==> src/rtl/bcd_adc_pkg.sv <==
// Shared widths and the flag bundle for the add-with-carry unit.
// Assumes an 8-bit datapath made of two 4-bit BCD digits.
package bcd_adc_pkg;
    localparam int DATA_W = 8;
    localparam int NIB_W  = 4;
    localparam int RAW_W  = DATA_W + 2;   // room for both decimal corrections

    typedef struct packed {
        logic z;
        logic n;
        logic v;
        logic c;
    } adc_flags_t;
endpackage

==> src/rtl/adc_binary_path.sv <==
// Binary half of the adder: forms the raw sum and the binary-mode flags.
// Assumes W-bit operands; the raw sum is widened to RAW_W bits.
module adc_binary_path #(
    parameter int W     = 8,
    parameter int RAW_W = W + 2
) (
    input  logic [W-1:0]     a,
    input  logic [W-1:0]     m,
    input  logic             cin,
    output logic [RAW_W-1:0] raw,
    output logic             z,
    output logic             n_bin,
    output logic             v_bin,
    output logic             c_bin
);
    localparam int MSB = W - 1;

    // Raw sum and flags derived from it.
    always_comb begin
        raw   = RAW_W'(a) + RAW_W'(m) + RAW_W'(cin);
        z     = (raw[W-1:0] == '0);
        n_bin = raw[MSB];
        v_bin = ~(a[MSB] ^ m[MSB]) & (a[MSB] ^ raw[MSB]);
        c_bin = |raw[RAW_W-1:W];
    end
endmodule

==> src/rtl/adc_decimal_path.sv <==
// Decimal half: applies the low-digit and high-digit BCD corrections to
// the raw sum and derives negative, overflow and carry from the partly
// corrected intermediate. Assumes W = 2 * NW (two packed digits).
module adc_decimal_path #(
    parameter int W     = 8,
    parameter int NW    = 4,
    parameter int RAW_W = W + 2
) (
    input  logic [W-1:0]     a,
    input  logic [W-1:0]     m,
    input  logic             cin,
    input  logic [RAW_W-1:0] raw,
    output logic [W-1:0]     res_dec,
    output logic             n_dec,
    output logic             v_dec,
    output logic             c_dec
);
    localparam int MSB      = W - 1;
    localparam int LO_W     = NW + 1;
    localparam int DIG_MAX  = 9;
    localparam int LO_FIX   = 6;
    localparam int HI_LIMIT = (DIG_MAX << NW) | DIG_MAX;   // 0x99
    localparam int HI_FIX   = LO_FIX << NW;                // 0x60

    logic [LO_W-1:0]  lo_sum;
    logic [RAW_W-1:0] mid;
    logic [RAW_W-1:0] fin;
    logic             hi_over;

    // Low-digit correction of the raw sum.
    always_comb begin
        lo_sum = LO_W'(a[NW-1:0]) + LO_W'(m[NW-1:0]) + LO_W'(cin);
        mid    = raw + ((lo_sum > LO_W'(DIG_MAX)) ? RAW_W'(LO_FIX) : '0);
    end

    // High-digit correction and the flags taken from the intermediate.
    always_comb begin
        hi_over = (mid > RAW_W'(HI_LIMIT));
        fin     = mid + (hi_over ? RAW_W'(HI_FIX) : '0);
        n_dec   = mid[MSB];
        v_dec   = ~(a[MSB] ^ m[MSB]) & (a[MSB] ^ mid[MSB]);
        c_dec   = hi_over;
        res_dec = fin[W-1:0];
    end
endmodule

==> src/rtl/adc_out_reg.sv <==
// Output register: captures result and flags when the strobe is high,
// holds them otherwise, and raises the valid flag for one cycle per strobe.
// Assumes a synchronous active-low reset.
module adc_out_reg
    import bcd_adc_pkg::*;
#(
    parameter int W = 8
) (
    input  logic         clk,
    input  logic         rst_n,
    input  logic         load,
    input  logic [W-1:0] res_d,
    input  adc_flags_t   flg_d,
    output logic [W-1:0] res_q,
    output adc_flags_t   flg_q,
    output logic         vld_q
);
    // Capture on strobe, clear on reset.
    always_ff @(posedge clk) begin
        if (!rst_n) begin
            res_q <= '0;
            flg_q <= '0;
            vld_q <= 1'b0;
        end else begin
            vld_q <= load;
            if (load) begin
                res_q <= res_d;
                flg_q <= flg_d;
            end
        end
    end

    // a strobe is followed by a valid cycle
    a_r9_valid_follows: assert property (@(posedge clk) disable iff (!rst_n)
        load |=> vld_q);

    // no strobe means the outputs hold and valid stays low
    a_r9_hold_when_idle: assert property (@(posedge clk) disable iff (!rst_n)
        !load |=> (!vld_q && $stable(res_q) && $stable(flg_q)));
endmodule

==> src/rtl/bcd_adc_unit.sv <==
// Top of the add-with-carry unit: binary path, decimal path, mode select
// and output register. Assumes operands are stable in the cycle in_valid
// is high; non-BCD nibbles pass through the same arithmetic.
module bcd_adc_unit
    import bcd_adc_pkg::*;
(
    input  logic              clk,
    input  logic              rst_n,
    input  logic              in_valid,
    input  logic [DATA_W-1:0] acc_in,
    input  logic [DATA_W-1:0] opnd_in,
    input  logic              carry_in,
    input  logic              dec_mode,
    output logic [DATA_W-1:0] sum_out,
    output logic              flag_z,
    output logic              flag_n,
    output logic              flag_v,
    output logic              flag_c,
    output logic              out_valid
);
    logic [RAW_W-1:0]  raw;
    logic              z_raw, n_bin, v_bin, c_bin;
    logic [DATA_W-1:0] res_dec;
    logic              n_dec, v_dec, c_dec;
    logic [DATA_W-1:0] res_sel;
    adc_flags_t        flg_sel, flg_q;

    adc_binary_path #(.W(DATA_W), .RAW_W(RAW_W)) u_bin (
        .a(acc_in), .m(opnd_in), .cin(carry_in), .raw(raw),
        .z(z_raw), .n_bin(n_bin), .v_bin(v_bin), .c_bin(c_bin)
    );

    adc_decimal_path #(.W(DATA_W), .NW(NIB_W), .RAW_W(RAW_W)) u_dec (
        .a(acc_in), .m(opnd_in), .cin(carry_in), .raw(raw),
        .res_dec(res_dec), .n_dec(n_dec), .v_dec(v_dec), .c_dec(c_dec)
    );

    // Mode select; zero always comes from the raw binary sum.
    always_comb begin
        flg_sel.z = z_raw;
        if (dec_mode) begin
            res_sel   = res_dec;
            flg_sel.n = n_dec;
            flg_sel.v = v_dec;
            flg_sel.c = c_dec;
        end else begin
            res_sel   = raw[DATA_W-1:0];
            flg_sel.n = n_bin;
            flg_sel.v = v_bin;
            flg_sel.c = c_bin;
        end
    end

    adc_out_reg #(.W(DATA_W)) u_reg (
        .clk(clk), .rst_n(rst_n), .load(in_valid),
        .res_d(res_sel), .flg_d(flg_sel),
        .res_q(sum_out), .flg_q(flg_q), .vld_q(out_valid)
    );

    // Flag bundle to output pins.
    always_comb begin
        flag_z = flg_q.z;
        flag_n = flg_q.n;
        flag_v = flg_q.v;
        flag_c = flg_q.c;
    end

    // registered zero flag matches the raw sum of the strobed inputs
    a_r2_zero_from_raw: assert property (@(posedge clk) disable iff (!rst_n)
        in_valid |=> (flag_z == ((($past(acc_in) + $past(opnd_in)
                                   + DATA_W'($past(carry_in))) & 8'hFF) == 8'h00)));

    // binary mode gives the full 9-bit sum on {carry, result}
    a_r3_binary_sum: assert property (@(posedge clk) disable iff (!rst_n)
        (in_valid && !dec_mode) |=>
            ({flag_c, sum_out} == ({1'b0, $past(acc_in)} + {1'b0, $past(opnd_in)}
                                   + 9'($past(carry_in)))));
endmodule

==> config.mk <==
export PLATFORM = sky130hd
export DESIGN_NAME = bcd_adc_unit
export DESIGN_NICKNAME = d
export VERILOG_FILES = /design/src/rtl/bcd_adc_pkg.sv /design/src/rtl/adc_binary_path.sv /design/src/rtl/adc_decimal_path.sv /design/src/rtl/adc_out_reg.sv /design/src/rtl/bcd_adc_unit.sv
export SDC_FILE = /design/constraint.sdc
export NUM_CORES = 1
export LEC_CHECK = 0
export BUFFER_PORTS_ARGS = -buffer_cell sky130_fd_sc_hd__buf_2
export CAP_MARGIN = 20
export CORE_ASPECT_RATIO = 1.4
export CORE_MARGIN = 10
export CORE_UTILIZATION = 50
export DETAILED_ROUTE_END_ITERATION = 8
export MAX_ROUTING_LAYER = met4
export PLACE_DENSITY = 0.78
export SYNTH_ARGS = -nofsm -noshare
export SYNTH_HDL_FRONTEND = slang
export SYNTH_SLANG_ARGS = --single-unit
==> constraint.sdc <==
create_clock -name clk -period 4.3 [get_ports clk]
set_input_delay 0.645 -clock clk [delete_from_list [all_inputs] [get_ports clk]]
set_output_delay 0.645 -clock clk [all_outputs]
set_load 0.01 [all_outputs]
# Word level (Yosys, flattened, before mapping)
# Index checks and enable logic that the tools add are counted.
[op_classes]
addsub = 6
order_cmp = 2
n_mux = 4
n_bitwise = 6
n_reduce_logical = 2
[ops]
columns = ["operator", "n"]
rows = [
  ["10-bit by 1-bit adder with 10-bit output", 1],
  ["10-bit by 3-bit adder with 10-bit output", 1],
  ["10-bit by 8-bit greater-than comparator with 1-bit output (second input constant)", 1],
  ["8-bit by 8-bit adder with 9-bit output", 1],
  ["8-bit adder", 1],
  ["8-bit zero test", 1],
  ["8-bit two-way mux", 1],
  ["7-bit two-way mux", 1],
  ["3-bit two-way mux", 2],
  ["4-bit by 4-bit adder with 5-bit output", 1],
  ["5-bit by 1-bit adder with 5-bit output", 1],
  ["5-bit by 4-bit greater-than comparator with 1-bit output (second input constant)", 1],
  ["1-bit XOR", 3],
  ["1-bit AND", 2],
  ["2-bit OR reduction", 1],
  ["1-bit inverter", 1],
]
[word_totals]
register_bits = 13
in_bits = 21
output_inout_bits = 13
word_cells = 26

# Longest topological paths before layout
# Gate-level depths: netlist of the first run.
[depth]
depth_word = 9
mapped_depth = 19
depth_no_buf = 19

# Hierarchy
# A second synthesis of the first run with hierarchy kept.
[unflattened]
hier_cells = 192
area_unflattened_um2 = 1696.6
[by_module_without_submodules]
columns = ["module", "n_inst", "cells_each", "area_each_um2", "seq_area_each_um2"]
rows = [
  ["adc_decimal_path", 1, 77, 563.0, 0.0],
  ["adc_out_reg", 1, 41, 498.0, 260.2],
  ["adc_binary_path", 1, 62, 462.9, 0.0],
  ["bcd_adc_unit", 1, 12, 172.7, 0.0],
]

# Least setup slack after synthesis of the first run
# OpenSTA, ideal clock, no wires.
[synth_timing]
path_kind = "input port to flip-flop"
from = "in acc_in[0]"
to = "reg u_reg.res_q[7]"
setup_ps = 145
arrival_time_ps = 4215
path_slack_ps = -60
cell_stages = 17
path_buffers = 0
path_cell_list = "fa_1 fa_1 xnor2_1 a32o_1 o21ai_2 xor2_1 ha_1 a211oi_1 a21oi_1 or3_1 and4b_4 o21a_1 xnor2_1 ha_1 a21o_1 a222oi_1 a211oi_1"
[synth_via]
elab_chain_len = 9
[synth_rtl]
columns = ["element", "line_no", "source"]
rows = [
  ["start: declaration", "bcd_adc_unit.sv:10", "input logic [DATA_W-1:0] acc_in,"],
  ["4-bit by 4-bit adder with 5-bit output", "adc_decimal_path.sv:32", "lo_sum = LO_W'(a[NW-1:0]) + LO_W'(m[NW-1:0]) + LO_W'(cin);"],
  ["5-bit by 1-bit adder with 5-bit output", "adc_decimal_path.sv:32", ""],
  ["5-bit by 4-bit greater-than comparator with 1-bit output", "adc_decimal_path.sv:33", "mid = raw + ((lo_sum > LO_W'(DIG_MAX)) ? RAW_W'(LO_FIX) : '0);"],
  ["3-bit two-way mux", "adc_decimal_path.sv:33", ""],
  ["10-bit by 3-bit adder with 10-bit output", "adc_decimal_path.sv:33", ""],
  ["10-bit by 8-bit greater-than comparator with 1-bit output", "adc_decimal_path.sv:38", "hi_over = (mid > RAW_W'(HI_LIMIT));"],
  ["7-bit two-way mux", "adc_decimal_path.sv:39", "fin = mid + (hi_over ? RAW_W'(HI_FIX) : '0);"],
  ["8-bit adder", "adc_decimal_path.sv:39", ""],
  ["8-bit two-way mux *", "bcd_adc_unit.sv:41", "if (dec_mode) begin"],
  ["end signal: assignment", "adc_out_reg.sv:27", "res_q <= res_d;"],
  ["end: declaration", "adc_out_reg.sv:14", "output logic [W-1:0] res_q,"],
]
# Every way passes the cells marked *; elsewhere a longest branch is shown, timed or not.
# A chain may end at the register's enable or synchronous reset.

# Final worst setup path of the first run
[layout_timing]
from = "in carry_in"
to = "reg u_reg.res_q[7]"
[layout_via]
elab_chain_len = 8
[layout_rtl]
columns = ["element", "line_no", "source"]
rows = [
  ["start: declaration", "bcd_adc_unit.sv:12", "input logic carry_in,"],
  ["5-bit by 1-bit adder with 5-bit output", "adc_decimal_path.sv:32", ""],
  ["5-bit by 4-bit greater-than comparator with 1-bit output", "adc_decimal_path.sv:33", ""],
  ["3-bit two-way mux", "adc_decimal_path.sv:33", ""],
  ["10-bit by 3-bit adder with 10-bit output", "adc_decimal_path.sv:33", ""],
  ["10-bit by 8-bit greater-than comparator with 1-bit output", "adc_decimal_path.sv:38", ""],
  ["7-bit two-way mux", "adc_decimal_path.sv:39", ""],
  ["8-bit adder", "adc_decimal_path.sv:39", ""],
  ["8-bit two-way mux *", "bcd_adc_unit.sv:41", ""],
]
# Marked as above.

==> metrics.md, run 1 <==
| Metric | Value |
|---|---|
| Initial DRC Count | `108` |
| Share of layout cells above drive strength 1 | `0.352` |
| Dominant cells by area after synthesis | `dfxtp_1 14%, ha_1 8.3%, nor2_1 5.8%, xnor2_1 4.3%, mux2i_1 3.9%` |
| Largest net degree at the start of global routing | `20` |
| CP required | `4.42 ns` |
| Syn Inst Count | `228` |
| Reg2reg path depth | `3` |
| Hold_sp | `u_reg.flg_q[1]$_SDFFE_PN0P_` |
| Post-synth EDFFs | `0` |
| Pre-CTS WS | `-0.191 ns` |
| Syn Area/Cell | `7.97 um^2` |
| Slew HR | `0.687` |
| Clock-pin slew on the worst setup and hold paths | `0.05 ns` |
| Max clock buf depth | `2` |
| Die Width | `70.9 um` |
| GR Util met2 | `0.248` |
| Most numerous cell in the Yosys netlist | `nor2_1` |
| R2R Path End | `u_reg.flg_q[3]$_SDFFE_PN0P_` |
| Sw Pwr | `310 uW` |
| XOR/XNOR share of the synthesized area | `0.105` |
| Combinational family with the most area after synthesis | `simple AND/OR/NAND/NOR gates` |
| Layout net count | `327` |
| Slew Limit Fails | `0` |
| Core area | `3440 um^2` |
| Fmax | `239 MHz` |
| RD Place Congestion | `0.875` |
| Final worst setup slack | `0.124 ns` |
| CTS tree | `built` |
| DRT Wirelength | `4420 um` |
| Top-area cell type share of the netlist area | `0.143` |
| Initial antenna violation count | `0` |
| Crit start category | `primary input` |
| Share of power burned in registers | `0.183` |
| Via count | `1872` |
| Post-CTS setup buffers | `0` |
| PD cells | `334 nW/um^2` |
| Cell Int Power | `474 uW` |
| WHS Path Cells | `2` |
| Synth cell types | `70` |
| Synth top cells by count | `28 x nor2_1, 13 x a21oi_1, 13 x dfxtp_1, 12 x ha_1, 12 x nand2_1` |
| Compound-cell area share of the yosys netlist | `0.264` |
| Tot Pwr | `784 uW` |
| Synth area leader | `dfxtp_1` |
| Busiest grt layer | `met2` |
| LEAKAGE | `1.06 nW` |
| Die area | `6480 um^2` |
| Ant. Diodes | `0` |
| Clock Tree Root | `clkbuf_8` |
| Fin. Hold Viols | `0` |
| WP data arrival | `4.29 ns` |
| Hold crit path type | `flip-flop to flip-flop` |
| Mux cell area share after synthesis | `0.0448` |
| Clock share of power | `0.137` |
| Asr flop ratio synth | `0` |
| Minimum clock period | `4.18 ns` |
| Max Cap Violations | `0` |
| Logic pwr share | `0.680` |
| Area Overhead vs Synth | `29.1%` |
| Setup crit end kind | `flip-flop` |
| Vias in the first global route | `1920` |
| Remaining DRCs | `0` |
| TritonCTS Buffers | `3` |
| Worst setup path category | `primary input to flip-flop` |
| Setup violators final | `0` |
| H-Tree Depth | `1` |
| Register bit count reported by yosys | `13` |
| Detailed Routing Iterations Pass 1 | `4` |
| Peak supply drop | `0.301 mV` |
| Syn Nets | `264` |
| DR vias/cell | `5.67` |
| Outcome | `complete, no violations` |
| Row Count | `25` |
| R2R Path Start | `u_reg.flg_q[3]$_SDFFE_PN0P_` |
| Design Area, Final | `2350 um^2` |
| Clk_lat worst skew | `0.25 ns` |
| Die H | `91.3 um` |
| Final Cycle Share | `0.971` |
| I/O pins | `34` |
| Layout Skew | `0 ns` |
| Synth Flop Type | `dfxtp_1` |
| Synth warn | `0` |
| Synth Area in Simple Gates | `0.287` |
| Synthesized cell area | `1820 um^2` |
| R2r setup slk | `3.55 ns` |
| Hold Path End | `u_reg.flg_q[1]$_SDFFE_PN0P_` |
| Critical path fanouts, max | `5` |
| Switching Share | `0.395` |
| GRT overflow | `0` |
| # port buffers | `33` |
| GRT Util Overall | `0.141` |
| Sink Count | `13` |
| Final antenna-violating net count | `0` |
| Sequential area share after synthesis | `0.143` |
| Global routing usage on met3 | `0.0261` |
| Slew @ Worst Pin | `0.465 ns` |
| Post-DP HPWL | `3740 um` |
| Synth Area in Adders | `0.116` |
| Drt wl/cell | `13.4 um` |
| Unrepaired setup endpoints after global routing | `true` |
| Placed cell area | `2250 um^2` |
| Met1 usage | `0.149` |
| First-pass GRT wire length | `7880 um` |
| Initial Utilization | `0.528` |
==> registers in the layout (all words and copies together) (netlist names) <==
name and flops:
u_reg.flg_q 4, u_reg.res_q 8, u_reg.vld_q 1
==> layout by cell type (no fill, tap or decap), types with 3 or more instances in the layout <==
cell and instances:
nand3_1 6, inv_1 8, buf_4 31, nand2_1 12, or3_1 3, a21oi_1 11
mux2i_1 7, nand2b_1 7, nor2_1 28, a21oi_2 3, o21ai_0 9, a21o_1 5
and2_1 5, a211o_1 3, buf_2 32, o21a_1 3, nor3_1 5, clkbuf_8 3
fa_2 3, xnor2_2 3, ha_1 10, nand4_1 3, nor2b_1 5, xnor2_1 8
a211oi_2 3, dfxtp_1 13
==> per-layer routing <==
metal | wire length, um | vias up
met5 | 0 | -
met4 | 88 | 0
met3 | 215 | 9
met2 | 2330 | 45
met1 | 1790 | 848
li1 | - | 970
==> cell families after synthesis <==
family,count (synthesis)
DFF,13
xor gates and xnor gates,17
AOI/OAI and AO/OA,64
buffers and inverters,17
muxes,8
and+or+nand+nor,94
adders and majority gates,15
==> power groups by stage <==
stage / Clock [mW] / Combinational (mW) / Sequential, mW
2_1_floorplan: 0 / 0.336 / 0.154
3_3_place_gp: 0 / 0.501 / 0.145
3_5_place_dp: 0 / 0.513 / 0.146
4_1_cts: 0.111 / 0.515 / 0.144
5_1_grt: 0.117 / 0.592 / 0.145
6_report: 0.108 / 0.533 / 0.144
==> worst max-delay path by stage <==
stage / to / cells after the start / slack (ns) / from
after floorplan: u_reg.res_q[7]$_SDFFE_PN0P_ / 17 / 0.04 / acc_in[0]
after global placement: u_reg.res_q[7]$_SDFFE_PN0P_ / 18 / -0.09 / acc_in[0]
after CTS: u_reg.res_q[7]$_SDFFE_PN0P_ / 18 / 0.06 / acc_in[0]
after global routing: u_reg.res_q[7]$_SDFFE_PN0P_ / 18 / -0.06 / carry_in
final: u_reg.res_q[7]$_SDFFE_PN0P_ / 18 / 0.12 / carry_in
after detailed placement: u_reg.res_q[7]$_SDFFE_PN0P_ / 18 / -0.19 / acc_in[0]
==> worst max-delay path, stage by stage <==
cell and delay [ns]:
buf_6 0.10, fa_2 0.39, fa_2 0.54, inv_2 0.03, a32o_2 0.23, o21ai_4 0.17
xor2_1 0.18, ha_2 0.24, a21oi_2 0.06, a31o_2 0.25, xor2_2 0.15, and4b_4 0.19
o21a_1 0.20, xnor2_1 0.14, ha_2 0.19, a21o_1 0.15, a222oi_1 0.31, a211oi_1 0.12
==> area by class of cell <==
class | count | area, um^2
multi-input combinational | 198 | 1550
fill | 297 | 1090
timing repair buffer | 64 | 404
sequential | 13 | 260
tap | 40 | 50.0
clock buffer | 4 | 45.0
inverter | 11 | 41.3
==> metrics by stage <==
stage                     instances  TNS (ns)  hold WS, ns  utilization
after CTS                       330         0        0.464        0.667
after floorplan                 228         0        0.490            -
after global routing            330   -0.0570        0.484        0.682
after global placement          326   -0.0868        0.455        0.654
final                           330         0        0.464        0.682
after detailed placement        326    -0.256        0.456        0.654
==> timing repair <==
item                                   in CTS  in global routing
setup endpoints to repair                   0                  2
gates resized for setup                     0                 12
endpoints found under the hold margin       0                  0
hold buffers                                0                  0
No activity file was read; power rests on OpenSTA's default activity.
==> run 2, diff against run 1 <==
CTS_BUF_LIST = sky130_fd_sc_hd__clkbuf_4   (was not set)
==> run 2 against run 1 <==
Effect of this change: critical path depth unchanged; non-clock buffer count unchanged; global-route usage decreased by 0.13 points; core utilization decreased by 0.44 points; first-iteration DRC count decreased by 1.9%; clock power decreased by 25%; combinational power about the same.
==> metrics.md, run 2 (synthesized netlist as in run 1, its figures left out) <==
| Metric | Value |
|---|---|
| Outcome | `complete, no violations` |
| Setup violators final | `0` |
| Fmax | `242 MHz` |
| LEAKAGE | `1.05 nW` |
| Via count | `1858` |
| Detailed Routing Iterations Pass 1 | `4` |
| Cell Int Power | `451 uW` |
| Post-DP HPWL | `3740 um` |
| Hold_ws | `0.468 ns` |
| Logic pwr share | `0.703` |
| Initial Utilization | `0.528` |
| Switching Share | `0.403` |
| TritonCTS Buffers | `3` |
| Slew Limit Fails | `0` |
| Register Area | `260 um^2` |
| Hold crit path type | `flip-flop to flip-flop` |
| Most common cell after layout, fill and taps aside | `buf_2` |
| I/O pins | `34` |
| Largest net degree at the start of global routing | `20` |
| Design Area, Final | `2330 um^2` |
| Die area | `6480 um^2` |
| DR vias/cell | `5.63` |
| # fillers | `304` |
| Share of layout cells above drive strength 1 | `0.355` |
| Placed cell area | `2250 um^2` |
| Max clock buf depth | `2` |
| Clock Tree Root | `clkbuf_4` |
| Fin cells | `330` |
| Pre-CTS WS | `-0.191 ns` |
| Max Cap Violations | `0` |
| R2r setup slk | `3.54 ns` |
| Most frequent cells in the layout | `32 x buf_2, 31 x buf_4, 28 x nor2_1, 13 x dfxtp_1, 12 x nand2_1` |
| Row Count | `25` |
| Peak supply drop | `0.248 mV` |
| Sink Count | `13` |
| Clock-pin slew on the worst setup and hold paths | `0.07 ns` |
| Final Cycle Share | `0.962` |
| Core area | `3440 um^2` |
| Slew HR | `0.690` |
| Remaining DRCs | `0` |
| First-pass GRT wire length | `7860 um` |
| Die H | `91.3 um` |
| Crit start category | `primary input` |
| Sw Pwr | `305 uW` |
| TNS Setup | `0 ns` |
| CTS tree | `built` |
| Max FFs per register | `8` |
| Critical path fanouts, max | `5` |
| Clk_lat worst skew | `0.28 ns` |
| Worst setup path category | `primary input to flip-flop` |
| DRT Wirelength | `4390 um` |
| Initial antenna violation count | `0` |
| Drt wl/cell | `13.3 um` |
| # port buffers | `33` |
| Vias in the first global route | `1918` |
| GRT Util Overall | `0.140` |
| Final core utilization | `0.677` |
| Final antenna-violating net count | `0` |
| Minimum clock period | `4.14 ns` |
| Slew @ Worst Pin | `0.460 ns` |
| Ant. Diodes | `0` |
| CP required | `4.46 ns` |
| Largest regs | `u_reg.res_q (8), u_reg.flg_q (4), u_reg.vld_q (1)` |
| Multi-input logic area | `1550 um^2` |
| H-Tree Depth | `1` |
| RD Place Congestion | `0.875` |
| Setup crit end kind | `flip-flop` |
| Layout net count | `327` |
| Reg with most FFs | `u_reg.res_q` |
| Layout Skew | `0 ns` |
| Area Overhead vs Synth | `28.3%` |
| PD cells | `324 nW/um^2` |
| Placed insts | `326` |
| WP data arrival | `4.29 ns` |
| Clock share of power | `0.108` |
| Die Width | `70.9 um` |
| Final worst setup slack | `0.163 ns` |
| Tot Pwr | `755 uW` |
| Post-CTS setup buffers | `0` |
| Share of power burned in registers | `0.189` |
| GRT overflow | `0` |
| Fin. Hold Viols | `0` |
| Initial DRC Count | `106` |
==> run 2: changes by cell type in the layout (fill, tap and decap cells not counted) <==
cell,delta
clkbuf_8,-3
clkbuf_4,+4
clkbuf_1,-1
==> run 2: metal layers <==
layer | wire, um | track usage
met5 | 0 | -
met4 | 85 | 0.0615
met3 | 186 | 0.0196
met2 | 2290 | 0.246
met1 | 1820 | 0.150
==> run 2: worst paths after layout <==
check        cells past startpoint                   startpoint                          end
max                             18                     carry_in  u_reg.res_q[7]$_SDFFE_PN0P_
min                              2  u_reg.flg_q[1]$_SDFFE_PN0P_  u_reg.flg_q[1]$_SDFFE_PN0P_
min reg2reg                      2  u_reg.flg_q[1]$_SDFFE_PN0P_  u_reg.flg_q[1]$_SDFFE_PN0P_
max reg2reg                      3  u_reg.flg_q[3]$_SDFFE_PN0P_  u_reg.flg_q[3]$_SDFFE_PN0P_
==> run 2: worst max-delay path: stages <==
cell	delay, ns
buf_6	0.10
fa_2	0.40
fa_2	0.54
inv_2	0.03
a32o_2	0.23
o21ai_4	0.17
xor2_1	0.18
ha_2	0.24
a21oi_2	0.06
a31o_2	0.25
xor2_2	0.15
and4b_4	0.19
o21a_1	0.20
xnor2_1	0.14
ha_2	0.19
a21o_1	0.15
a222oi_1	0.31
a211oi_1	0.12
==> run 2: repair_timing <==
item | 4_1_cts | 5_1_grt
gates resized for setup | 0 | 12
hold buffers | 0 | 0
setup endpoints to repair | 0 | 2
==> run 2: power groups by stage <==
stage | registers (mW) | logic (mW) | clock network (mW)
4_1_cts | 0.143 | 0.515 | 0.0843
3_3_place_gp | 0.145 | 0.501 | 0
3_5_place_dp | 0.146 | 0.513 | 0
5_1_grt | 0.145 | 0.592 | 0.0878
6_report | 0.143 | 0.531 | 0.0813
2_1_floorplan | 0.154 | 0.336 | 0
==> run 2: area by class of cell <==
type	instances	area share
clock buffer	4	0.0129
inverter	11	0.0177
multi-input combinational	198	0.663
sequential	13	0.112
tap	40	0.0215
timing repair buffer	64	0.173
==> run 3, diff against run 2 <==
PLACE_DENSITY = 0.75   (was 0.78)
clock period = 4.1 ns   (was 4.3 ns; I/O delays follow)
==> run 3 against run 2 <==
Effect of this change: the flow now finishes with violations (setup timing); flip-flop and latch count unchanged; clock power increased by 4.8%; count of clock-buffer cells in the layout unchanged; hold slack about the same; core utilization increased by 4.7 points; final cell count increased by 5.2%; via count increased by 5.0%; global-route usage increased by 0.12 points; register-to-register slack got worse by 0.22 ns; first-iteration DRC count increased by 12%; cell area increased by 7.0%; highest routed layer unchanged.
==> metrics.md, run 3 (synthesized netlist as in run 1, its figures left out) <==
| Metric | Value |
|---|---|
| Outcome | `finished, violations left` |
| Failing checks | `setup timing` |
| Hold crit path type | `flip-flop to flip-flop` |
| Most frequent cells in the layout | `48 x buf_4, 32 x buf_2, 28 x nor2_1, 13 x dfxtp_1, 12 x nand2_1` |
| Max Cap Violations | `0` |
| Minimum clock period | `4.15 ns` |
| Pre-CTS WS | `-0.335 ns` |
| Die area | `6480 um^2` |
| Busiest grt layer | `met2` |
| Most common cell after layout, fill and taps aside | `buf_4` |
| # port buffers | `33` |
| Sw Pwr | `346 uW` |
| Logic pwr share | `0.728` |
| Fin. Hold Viols | `0` |
| Clk_lat worst skew | `0.28 ns` |
| Largest net degree at the start of global routing | `20` |
| H-Tree Depth | `1` |
| Ant. Diodes | `0` |
| Share of power burned in registers | `0.174` |
| Max clock buf depth | `2` |
| CTS Hold Buffers Added | `0` |
| GRT overflow | `0` |
| CP required | `4.25 ns` |
| CTS tree | `built` |
| Layout net count | `344` |
| Final antenna-violating net count | `0` |
| Core area | `3440 um^2` |
| Slew @ Worst Pin | `0.426 ns` |
| GRT Util Overall | `0.141` |
| Slew Limit Fails | `0` |
| Tot Pwr | `864 uW` |
| Initial DRC Count | `119` |
| Vias in the first global route | `1881` |
| Sink Count | `13` |
| Largest regs | `u_reg.res_q (8), u_reg.flg_q (4), u_reg.vld_q (1)` |
| Setup crit end kind | `flip-flop` |
| Clock share of power | `0.099` |
| Area Overhead vs Synth | `37.3%` |
| Final Cycle Share | `1.01` |
| Remaining DRCs | `0` |
| Cell Int Power | `518 uW` |
| Die Width | `70.9 um` |
| Max FFs per register | `8` |
| Crit start category | `primary input` |
| Clock Tree Root | `clkbuf_4` |
| Die H | `91.3 um` |
| LEAKAGE | `1.15 nW` |
| # fillers | `303` |
| Met1 usage | `0.141` |
| Fmax | `241 MHz` |
| Design Area, Final | `2490 um^2` |
| Global routing usage on met3 | `0.0185` |
| Initial antenna violation count | `0` |
| Worst setup path category | `primary input to flip-flop` |
| I/O pins | `34` |
| Final worst setup slack | `-0.0464 ns` |
| Placed cell area | `2360 um^2` |
| RD Place Congestion | `0.847` |
| Layout Skew | `0 ns` |
| GR Util met2 | `0.270` |
| Via count | `1951` |
| Clock-pin slew on the worst setup and hold paths | `0.07 ns` |
| Share of layout cells above drive strength 1 | `0.407` |
| WP data arrival | `4.30 ns` |
| TritonCTS Buffers | `3` |
| Reg with most FFs | `u_reg.res_q` |
| Setup violators final | `1` |
| DRT Wirelength | `4940 um` |
| Hold_ws | `0.468 ns` |
| DR vias/cell | `5.62` |
| Post-DP HPWL | `3920 um` |
| Slew HR | `0.709` |
| Critical path fanouts, max | `4` |
| Detailed Routing Iterations Pass 1 | `4` |
| Switching Share | `0.400` |
| Initial Utilization | `0.528` |
| Drt wl/cell | `14.2 um` |
| PD cells | `346 nW/um^2` |
| Unrepaired setup endpoints after global routing | `true` |
| Peak supply drop | `0.278 mV` |
| Row Count | `25` |
| Final core utilization | `0.725` |
| First-pass GRT wire length | `7840 um` |
-- run 3: cell count changes in the layout (fill, tap and decap cells not counted), sizes merged --
| cell | previous run | this run |
|---|---|---|
| buf | 64 | 81 |
-- run 3: final cells by class --
| cell class | instances | area, um^2 | area share |
|---|---|---|---|
| multi-input combinational | 198 | 1580 | 0.634 |
| sequential | 13 | 260 | 0.104 |
| tap | 40 | 50.0 | 0.0201 |
| inverter | 11 | 41.3 | 0.0166 |
| timing repair buffer | 81 | 532 | 0.213 |
| clock buffer | 4 | 30.0 | 0.0120 |
-- run 3: through the flow --
stage               cells  TNS [ns]
finish                347   -0.0464
global route          347    -0.376
CTS                   344         0
detailed placement    340    -0.539
global placement      340    -0.401
floorplan             228    -0.118
-- run 3: worst paths after layout --
| check | cells after the start | to | slack [ns] | start |
|---|---|---|---|---|
| setup / recovery | 17 | u_reg.res_q[7]$_SDFFE_PN0P_ | -0.05 | acc_in[0] |
| hold / removal | 2 | u_reg.flg_q[1]$_SDFFE_PN0P_ | 0.47 | u_reg.flg_q[1]$_SDFFE_PN0P_ |
| setup reg to reg | 3 | u_reg.flg_q[3]$_SDFFE_PN0P_ | 3.32 | u_reg.flg_q[3]$_SDFFE_PN0P_ |
| hold reg to reg | 2 | u_reg.flg_q[1]$_SDFFE_PN0P_ | 0.47 | u_reg.flg_q[1]$_SDFFE_PN0P_ |
-- run 3: critical path, cell delays in order --
cell and delay (ns):
buf_2 0.12, ha_1 0.21, inv_1 0.09, fa_2 0.48
nand2b_4 0.16, a2111o_1 0.41, o211ai_1 0.15, nand3_2 0.13
a211oi_2 0.26, xnor3_1 0.33, and4b_4 0.36, o21a_4 0.15
xnor2_2 0.07, ha_2 0.19, a21o_1 0.15, a222oi_1 0.30
a211oi_1 0.11
-- run 3: power by group through the flow --
stage | combinational, mW | sequential [mW] | clock (mW)
finish | 0.629 | 0.150 | 0.0852
global route | 0.689 | 0.152 | 0.0883
CTS | 0.577 | 0.150 | 0.0865
detailed placement | 0.571 | 0.153 | 0
global placement | 0.558 | 0.152 | 0
floorplan | 0.355 | 0.162 | 0
-- run 3: layer usage --
| metal | part of all wire | vias up | wire (um) |
|---|---|---|---|
| li1 | - | 1003 | - |
| met1 | 0.40 | 905 | 1950 |
| met2 | 0.55 | 38 | 2730 |
| met3 | 0.040 | 5 | 196 |
| met4 | 0.012 | 0 | 59 |
| met5 | 0 | - | 0 |
-- run 3: repair_timing --
item	in CTS	in global routing
buffers inserted	0	3
hold endpoints to repair	0	0
setup endpoints to repair	1	2
resized for setup	2	16
pin swaps	1	11
